$ cat src/rtl/bt_pkg.sv
package bt_pkg;
  localparam logic [3:0] CMD_READ  = 4'b0110;
  localparam logic [3:0] CMD_WRITE = 4'b0111;

  typedef enum logic [2:0] {
    ST_IDLE,
    ST_WAIT,
    ST_DATA,
    ST_STOP,
    ST_TURN
  } btState_e;

  typedef struct packed {
    logic loadAddr;
    logic incAddr;
    logic writeEn;
  } btStrobe_t;
endpackage

$ cat src/rtl/btDatapath.sv
module btDatapath
  import bt_pkg::*;
#(
  parameter int DATAW = 32,
  parameter int IDXW = 6,
  parameter logic [DATAW-1:0] BASE_ADDR = 32'h0000_1000
) (
  input  logic             clk,
  input  logic             rstN,
  input  logic [DATAW-1:0] adIn,
  input  btStrobe_t        strobe,
  output logic             hit,
  output logic             lastWord,
  output logic [DATAW-1:0] rdData
);
  localparam int DEPTH  = 1 << IDXW;
  localparam int OFFW   = $clog2(DATAW / 8);
  localparam int ADDRLO = IDXW + OFFW;

  logic [IDXW-1:0]  wordIdx;
  logic [DATAW-1:0] mem [DEPTH];

  // claim needs the upper bits to match and linear burst order in the low bits
  assign hit = (adIn[DATAW-1:ADDRLO] == BASE_ADDR[DATAW-1:ADDRLO]) &&
               (adIn[OFFW-1:0] == '0);
  assign lastWord = (wordIdx == IDXW'(DEPTH - 1));
  assign rdData = mem[wordIdx];

  always_ff @(posedge clk or negedge rstN) begin
    if (!rstN) begin
      wordIdx <= '0;
    end else if (strobe.loadAddr) begin
      wordIdx <= adIn[ADDRLO-1:OFFW];
    end else if (strobe.incAddr) begin
      wordIdx <= wordIdx + IDXW'(1);
    end
  end

  always_ff @(posedge clk or negedge rstN) begin
    if (!rstN) begin
      for (int i = 0; i < DEPTH; i++) mem[i] <= '0;
    end else if (strobe.writeEn) begin
      mem[wordIdx] <= adIn;
    end
  end

  // every completed phase steps the word index by exactly one
  p_index_step_r6: assert property (@(posedge clk) disable iff (!rstN)
    (strobe.incAddr && !strobe.loadAddr) |=> (wordIdx == $past(wordIdx) + IDXW'(1)));

  // a store never coincides with a new address phase
  p_write_not_on_claim_r5: assert property (@(posedge clk) disable iff (!rstN)
    !(strobe.writeEn && strobe.loadAddr));
endmodule

$ cat src/rtl/btControl.sv
module btControl
  import bt_pkg::*;
#(
  parameter int WAITW = 4
) (
  input  logic             clk,
  input  logic             rstN,
  input  logic             frameN,
  input  logic             irdyN,
  input  logic [3:0]       cbeN,
  input  logic [WAITW-1:0] cfgWait,
  input  logic             hit,
  input  logic             lastWord,
  output btStrobe_t        strobe,
  output logic             devselN,
  output logic             trdyN,
  output logic             stopN,
  output logic             ctlOe,
  output logic             adOe
);
  btState_e         state;
  logic             frameQ;
  logic             isRead;
  logic [WAITW-1:0] waitCnt;
  logic             frameStart;
  logic             cmdOk;
  logic             claim;
  logic             xfer;

  assign frameStart = frameQ && !frameN;
  assign cmdOk      = (cbeN == CMD_READ) || (cbeN == CMD_WRITE);
  assign claim      = (state == ST_IDLE) && frameStart && cmdOk && hit;
  assign xfer       = (state == ST_DATA) && !irdyN;

  always_comb begin
    strobe          = '0;
    strobe.loadAddr = claim;
    strobe.incAddr  = xfer;
    strobe.writeEn  = xfer && !isRead;
  end

  always_ff @(posedge clk or negedge rstN) begin
    if (!rstN) frameQ <= 1'b1;
    else       frameQ <= frameN;
  end

  always_ff @(posedge clk or negedge rstN) begin
    if (!rstN) begin
      state   <= ST_IDLE;
      isRead  <= 1'b0;
      waitCnt <= '0;
      devselN <= 1'b1;
      trdyN   <= 1'b1;
      stopN   <= 1'b1;
      ctlOe   <= 1'b0;
      adOe    <= 1'b0;
    end else begin
      case (state)
        ST_IDLE: begin
          ctlOe <= 1'b0;
          if (claim) begin
            state   <= ST_WAIT;
            isRead  <= (cbeN == CMD_READ);
            waitCnt <= cfgWait;
            devselN <= 1'b0;
            ctlOe   <= 1'b1;
          end
        end
        ST_WAIT: begin
          // the cycle just ended was the turnaround; reads may drive from now on
          if (isRead) adOe <= 1'b1;
          if (waitCnt == '0) begin
            trdyN <= 1'b0;
            state <= ST_DATA;
          end else begin
            waitCnt <= waitCnt - WAITW'(1);
          end
        end
        ST_DATA: begin
          if (xfer) begin
            if (frameN) begin
              state   <= ST_TURN;
              devselN <= 1'b1;
              trdyN   <= 1'b1;
              adOe    <= 1'b0;
            end else if (lastWord) begin
              state <= ST_STOP;
              trdyN <= 1'b1;
              stopN <= 1'b0;
              adOe  <= 1'b0;
            end
          end
        end
        ST_STOP: begin
          if (frameN) begin
            state   <= ST_TURN;
            devselN <= 1'b1;
            stopN   <= 1'b1;
          end
        end
        ST_TURN: begin
          state <= ST_IDLE;
          ctlOe <= 1'b0;
        end
        default: state <= ST_IDLE;
      endcase
    end
  end

  // a claimed address phase selects the device on the next edge
  p_select_after_claim_r2: assert property (@(posedge clk) disable iff (!rstN)
    claim |=> !devselN);

  // a read leaves the shared lines idle during the turnaround cycle
  p_read_turnaround_r4: assert property (@(posedge clk) disable iff (!rstN)
    (claim && cbeN == CMD_READ) |=> !adOe);

  // target ready is only shown while the device is selected
  p_ready_needs_select_r5: assert property (@(posedge clk) disable iff (!rstN)
    !trdyN |-> (!devselN && ctlOe));

  // the final phase releases select, ready and the data drivers
  p_final_release_r7: assert property (@(posedge clk) disable iff (!rstN)
    (xfer && frameN) |=> (devselN && trdyN && !adOe && ctlOe));

  // stop and ready are never shown together
  p_stop_excludes_ready_r8: assert property (@(posedge clk) disable iff (!rstN)
    !stopN |-> trdyN);

  // a transfer at the last word with more phases pending raises stop
  p_window_stop_r8: assert property (@(posedge clk) disable iff (!rstN)
    (xfer && !frameN && lastWord) |=> !stopN);
endmodule

$ cat src/rtl/burstTarget.sv
module burstTarget
  import bt_pkg::*;
#(
  parameter int DATAW = 32,
  parameter int IDXW = 6,
  parameter int WAITW = 4,
  parameter logic [DATAW-1:0] BASE_ADDR = 32'h0000_1000
) (
  input  logic             clk,
  input  logic             rstN,
  input  logic             frameN,
  input  logic             irdyN,
  input  logic [3:0]       cbeN,
  input  logic [DATAW-1:0] adIn,
  input  logic [WAITW-1:0] cfgWait,
  output logic [DATAW-1:0] adOut,
  output logic             adOe,
  output logic             devselN,
  output logic             trdyN,
  output logic             stopN,
  output logic             ctlOe
);
  btStrobe_t        strobe;
  logic             hit;
  logic             lastWord;
  logic [DATAW-1:0] rdData;

  btControl #(.WAITW(WAITW)) uControl (
    .clk      (clk),
    .rstN     (rstN),
    .frameN   (frameN),
    .irdyN    (irdyN),
    .cbeN     (cbeN),
    .cfgWait  (cfgWait),
    .hit      (hit),
    .lastWord (lastWord),
    .strobe   (strobe),
    .devselN  (devselN),
    .trdyN    (trdyN),
    .stopN    (stopN),
    .ctlOe    (ctlOe),
    .adOe     (adOe)
  );

  btDatapath #(.DATAW(DATAW), .IDXW(IDXW), .BASE_ADDR(BASE_ADDR)) uDatapath (
    .clk      (clk),
    .rstN     (rstN),
    .adIn     (adIn),
    .strobe   (strobe),
    .hit      (hit),
    .lastWord (lastWord),
    .rdData   (rdData)
  );

  assign adOut = adOe ? rdData : '0;
endmodule

$ cat config.mk
export PLATFORM = sky130hd
export DESIGN_NAME = burstTarget
export DESIGN_NICKNAME = d
export VERILOG_FILES = /design/src/rtl/bt_pkg.sv /design/src/rtl/btDatapath.sv /design/src/rtl/btControl.sv /design/src/rtl/burstTarget.sv
export SDC_FILE = /design/constraint.sdc
export NUM_CORES = 2
export LEC_CHECK = 0
export ABC_AREA = 1
export BUFFER_PORTS_ARGS = -buffer_cell sky130_fd_sc_hd__buf_2
export CAP_MARGIN = 40
export CORE_AREA = 3 3 398 499
export CTS_BUF_LIST = sky130_fd_sc_hd__clkbuf_4
export DETAILED_ROUTE_END_ITERATION = 7
export DIE_AREA = 0 0 401 502
export PLACE_DENSITY_LB_ADDON = 0.1
export SKIP_LAST_GASP = 1
export SLEW_MARGIN = 15
export SYNTH_ARGS = -nofsm -noshare
export SYNTH_HDL_FRONTEND = slang
export SYNTH_SLANG_ARGS = --single-unit
$ cat constraint.sdc
create_clock -name clk -period 3.15 [get_ports clk]
set_input_delay 0.315 -clock clk [delete_from_list [all_inputs] [get_ports clk]]
set_output_delay 0.315 -clock clk [all_outputs]
set_load 0.03 [all_outputs]
==> impl_metrics.prom <==
# TYPE chip_impl_metric gauge
chip_impl_metric{name="synth-seq-area-share",unit=""} 0.5342
chip_impl_metric{name="ys_async_sr_fraction",unit=""} 1.000
chip_impl_metric{name="grt_start_max_net_pins",unit=""} 117
chip_impl_metric{name="synth.yosys.warnings",unit=""} 0
chip_impl_metric{name="sum_of_negative_setup_slack",unit="ps"} -31180
chip_impl_metric{name="timing.clock.skew",unit="ps"} 64.45
chip_impl_metric{name="cts_buffers",unit=""} 563
chip_impl_metric{name="initialDrtViolationCount",unit=""} 10440
chip_impl_metric{name="post_synth_num_cell_types",unit=""} 30
chip_impl_info{name="synth-main-ff-cell",value="sky130_fd_sc_hd__dfrtp_1"} 1
chip_impl_info{name="synth_top_cells_by_area",value="sky130_fd_sc_hd__dfrtp_1, sky130_fd_sc_hd__nand2_1, sky130_fd_sc_hd__o21ai_0, sky130_fd_sc_hd__clkbuf_1, sky130_fd_sc_hd__nor2_1"} 1
chip_impl_metric{name="avgSynthCellArea",unit="µm²"} 7.278
chip_impl_metric{name="drt-wirelength-per-cell",unit="µm"} 21.24
chip_impl_metric{name="placement_rows",unit=""} 181
chip_impl_metric{name="die_w",unit="µm"} 401
chip_impl_metric{name="vias_in_the_first_global_route",unit=""} 87500
chip_impl_metric{name="grt_pass1_wl",unit="µm"} 533100
chip_impl_metric{name="number_of_sinks_on_the_clock_net",unit=""} 2068
chip_impl_metric{name="cts-root-to-sink-buffers",unit=""} 4
chip_impl_metric{name="worst_margin_pin_slew",unit="ps"} 937.0
chip_impl_info{name="worst-setup-path-type",value="register to primary output"} 1
chip_impl_metric{name="finalWorstPathRequiredPeriod",unit="ps"} 4204
chip_impl_metric{name="power.density_cell_area",unit="nW/µm²"} 701.4
chip_impl_metric{name="placement.cell_area",unit="µm²"} 102400
chip_impl_metric{name="fin_ws",unit="ps"} -1054
chip_impl_metric{name="buffer_ports.inserted",unit=""} 80
chip_impl_metric{name="hold_viol_final",unit=""} 0
chip_impl_metric{name="worst_ep_required_time",unit="ps"} 2830
chip_impl_info{name="cp_cell_sequence",value="buf_6 > bufbuf_16 > buf_4 > nand2_1 > nand2_1 > nand2_1 > nand2_1 > nand2_1 > nand2_2 > nand2_2 > nand2_2 > nor2_1 > buf_4 > a21oi_4 > buf_6"} 1
chip_impl_metric{name="synth-edff-count",unit=""} 0
chip_impl_metric{name="ys_seq_elements",unit=""} 2068
chip_impl_metric{name="synth_top_cell_area_share",unit=""} 0.5331
chip_impl_info{name="element_type_at_the_critical_path_end",value="primary output"} 1
chip_impl_metric{name="route.antenna.remaining_nets",unit=""} 0
chip_impl_metric{name="clock_latency",unit="ps"} 1410
chip_impl_metric{name="floorplan.initialDensity",unit=""} 0.4986
chip_impl_metric{name="drive_gt1_frac",unit=""} 0.1498
chip_impl_metric{name="dieArea",unit="µm²"} 201300
chip_impl_metric{name="static-leakage-power",unit="nW"} 60.13
chip_impl_metric{name="antenna_found_initial",unit=""} 11
chip_impl_metric{name="critical_path_peak_fanout",unit=""} 8
chip_impl_metric{name="worst_slew_margin_rel",unit=""} 0.3746
chip_impl_metric{name="area_growth_syn_to_layout",unit="%"} 19.35
chip_impl_metric{name="vdd_drop_max",unit="mV"} 0.5519
chip_impl_metric{name="core_region_area",unit="µm²"} 194300
chip_impl_metric{name="post-dp-hpwl",unit="µm"} 200300
chip_impl_metric{name="fp.dieH",unit="µm"} 502
chip_impl_metric{name="achievable-frequency",unit="MHz"} 237.9
chip_impl_metric{name="met3_wirelength",unit="µm"} 34670
chip_impl_info{name="tritoncts",value="done"} 1
chip_impl_metric{name="clk_pin_slew",unit="ps"} 70
chip_impl_metric{name="timing.critical_path.arrival",unit="ps"} 3890
chip_impl_info{name="ys_top_cells_by_count",value="sky130_fd_sc_hd__nand2_1, sky130_fd_sc_hd__dfrtp_1, sky130_fd_sc_hd__o21ai_0"} 1
chip_impl_info{name="routed.top_layer",value="met5"} 1
chip_impl_metric{name="cts-htree-levels",unit=""} 6
chip_impl_metric{name="drt_pass1_iterations",unit=""} 8
chip_impl_info{name="critical_path.most_common_cell",value="sky130_fd_sc_hd__nand2_1"} 1
chip_impl_metric{name="syn_std_cell_area",unit="µm²"} 96880
chip_impl_metric{name="grtUsageTotal",unit=""} 0.3436
chip_impl_metric{name="post-route-period-util",unit=""} 1.334
chip_impl_metric{name="io_pins",unit=""} 81
chip_impl_metric{name="report.final.setup_viol",unit=""} 32
chip_impl_metric{name="global_route.overflow_total",unit=""} 0
chip_impl_metric{name="max_cap_viol_count",unit=""} 0
chip_impl_info{name="yosys.area.top_type",value="sky130_fd_sc_hd__dfrtp_1"} 1
chip_impl_info{name="ctsRootBufferMaster",value="sky130_fd_sc_hd__clkbuf_4"} 1
chip_impl_info{name="post-synth-top-count-cell",value="sky130_fd_sc_hd__nand2_1"} 1
chip_impl_metric{name="met2_wirelength",unit="µm"} 157500
chip_impl_info{name="min_path_type",value="primary input to register"} 1
chip_impl_info{name="cp_delay_by_family_top",value="buffers and inverters"} 1
chip_impl_metric{name="syn_inst",unit=""} 13310
chip_impl_metric{name="routed_length_on_met1",unit="µm"} 147000
chip_impl_metric{name="viasPerCell",unit=""} 5.517
chip_impl_metric{name="drt_drc_violations_left",unit=""} 0
chip_impl_info{name="violations",value="setup timing"} 1
chip_impl_metric{name="vias",unit=""} 91460
chip_impl_info{name="rsz0062_at_grt",value="yes"} 1
chip_impl_info{name="run_status",value="finished with violations"} 1
chip_impl_metric{name="final_area",unit="µm²"} 115600
chip_impl_metric{name="routed_wirelength",unit="µm"} 352200
chip_impl_info{name="timing.critical_path.from_type",value="register"} 1
chip_impl_info{name="critical_path_cell_with_the_highest_stage_delay",value="sky130_fd_sc_hd__dfrtp_4"} 1
chip_impl_metric{name="nets_in_the_synthesized_netlist",unit=""} 13360
chip_impl_metric{name="place_congestion",unit=""} 0.9135
chip_impl_metric{name="critical-path-max-stage-delay",unit="ps"} 500
chip_impl_metric{name="final-max-slew-violation-count",unit=""} 0
chip_impl_metric{name="path_buf_inv",unit=""} 5
chip_impl_metric{name="finish.net_count",unit=""} 13690
kinds of logic after synthesis:
kind of cell | count (synthesis) | share of synthesized area
and+or+nand+nor | 8013 | 0.3125
AOI/OAI and AO/OA | 2124 | 0.1101
DFF | 2068 | 0.5342
buffers and inverters | 1102 | 0.04275
xor gates and xnor gates | 2 | 0.0001808
adders and majority gates | 2 | 0.0002583
flip-flops by register name (all words and copies together) (netlist names):
name	count
uControl.state	3
uControl.adOe	1
uControl.isRead	1
uControl.devselN	1
uDatapath.mem	2048
uControl.waitCnt	4
uControl.ctlOe	1
uControl.frameQ	1
uDatapath.wordIdx	6
uControl.trdyN	1
uControl.stopN	1
area by class of cell:
class / instances / area (µm²)
fillers: 17990 / 78680
diodes: 14 / 35.03
clock buffers: 833 / 6254
clock inverters: 91 / 479.2
flip-flops and latches: 2068 / 51770
multi-input cells: 10140 / 42920
repair inverters: 4 / 92.59
inverters: 72 / 327.8
well taps: 2562 / 3206
repair buffers: 793 / 10540
cell usage in the layout (no fill, tap or decap), types with 19 or more instances in the layout:
master,Yosys,routed
sky130_fd_sc_hd__dfrtp_1,2064,2061
sky130_fd_sc_hd__inv_1,55,35
sky130_fd_sc_hd__nand2_1,7816,7490
sky130_fd_sc_hd__nor2_2,8,19
sky130_fd_sc_hd__clkbuf_4,0,833
sky130_fd_sc_hd__nand2_2,32,291
sky130_fd_sc_hd__nand3_1,27,26
sky130_fd_sc_hd__inv_2,4,47
sky130_fd_sc_hd__clkinv_1,13,66
sky130_fd_sc_hd__nor2_1,102,41
sky130_fd_sc_hd__buf_4,1,318
sky130_fd_sc_hd__dlygate4sd3_1,0,73
sky130_fd_sc_hd__buf_2,1,47
sky130_fd_sc_hd__buf_12,0,161
sky130_fd_sc_hd__clkbuf_16,0,26
sky130_fd_sc_hd__o21ai_1,46,47
sky130_fd_sc_hd__a21oi_4,0,29
sky130_fd_sc_hd__nand2_4,0,67
sky130_fd_sc_hd__nor2_4,1,51
sky130_fd_sc_hd__o21ai_0,2024,2021
sky130_fd_sc_hd__buf_6,0,71
sky130_fd_sc_hd__buf_16,0,68
metrics by stage:
step / hold slack, ps / power [W] / utilization / instances / setup WS [ps]
3_3_place_gp: 389.2 / 0.05011 / 0.5256 / 15390 / -739.2
3_5_place_dp: 391.0 / 0.05030 / 0.5268 / 15400 / -553.6
6_report: 32.30 / 0.08110 / 0.5951 / 16580 / -1054
5_1_grt: -20.25 / 0.08454 / 0.5950 / 16570 / -1160
4_1_cts: 15.36 / 0.07920 / 0.5857 / 16520 / -1118
2_1_floorplan: 19.41 / 0.03984 / - / 13310 / 504.9
what timing repair did:
action | in CTS | in global routing
setup endpoints to repair | 32 | 47
setup buffers | 82 | 34
hold buffers | 75 | 1
pin swaps | 76 | 168
gates resized for setup | 468 | 315
cloned | 50 | 26
hold endpoints to repair | 4092 | 2
worst reg2reg max path, delay by kind of cell, from the launching register on:
family,cells,cell delay [ps]
AO/OA/AOI/OAI,1,290
buffers and inverters,4,1130
flip-flops,1,410
AND/OR/NAND/NOR,6,1050
report_power, final:
group	internal (W)	switching [W]	total [W]
Combinational	0.0103	0.0176	0.0279
Clock	0.0124	0.0112	0.0236
Sequential	0.0285	0.00111	0.0296
final timing paths:
| check | startpoint | end | slack, ps | cells past startpoint |
|---|---|---|---|---|
| setup reg to reg | uControl.state[1]$_DFFE_PN0P_ | uDatapath.mem[1172]$_DFFE_PN0P_ | 120 | 11 |
| setup / recovery | uDatapath.wordIdx[0]$_DFFE_PN0P_ | adOut[6] | -1050 | 15 |
| hold reg to reg | uDatapath.mem[411]$_DFFE_PN0P_ | uDatapath.mem[411]$_DFFE_PN0P_ | 480 | 2 |
| min in group asynchronous | rstN | uDatapath.mem[957]$_DFFE_PN0P_ | 480 | 4 |
| max in group asynchronous | rstN | uDatapath.mem[1733]$_DFFE_PN0P_ | 1770 | 4 |
| hold / removal | adIn[19] | uDatapath.mem[1107]$_DFFE_PN0P_ | 30 | 5 |
per-layer routing:
| layer | track usage | up-vias |
|---|---|---|
| met5 | 0 | - |
| met1 | 0.4712 | 44080 |
| met4 | 0.1343 | 8 |
| li1 | - | 42470 |
| met3 | 0.07669 | 632 |
| met2 | 0.5332 | 4276 |
(Power assumes the default switching activity.)
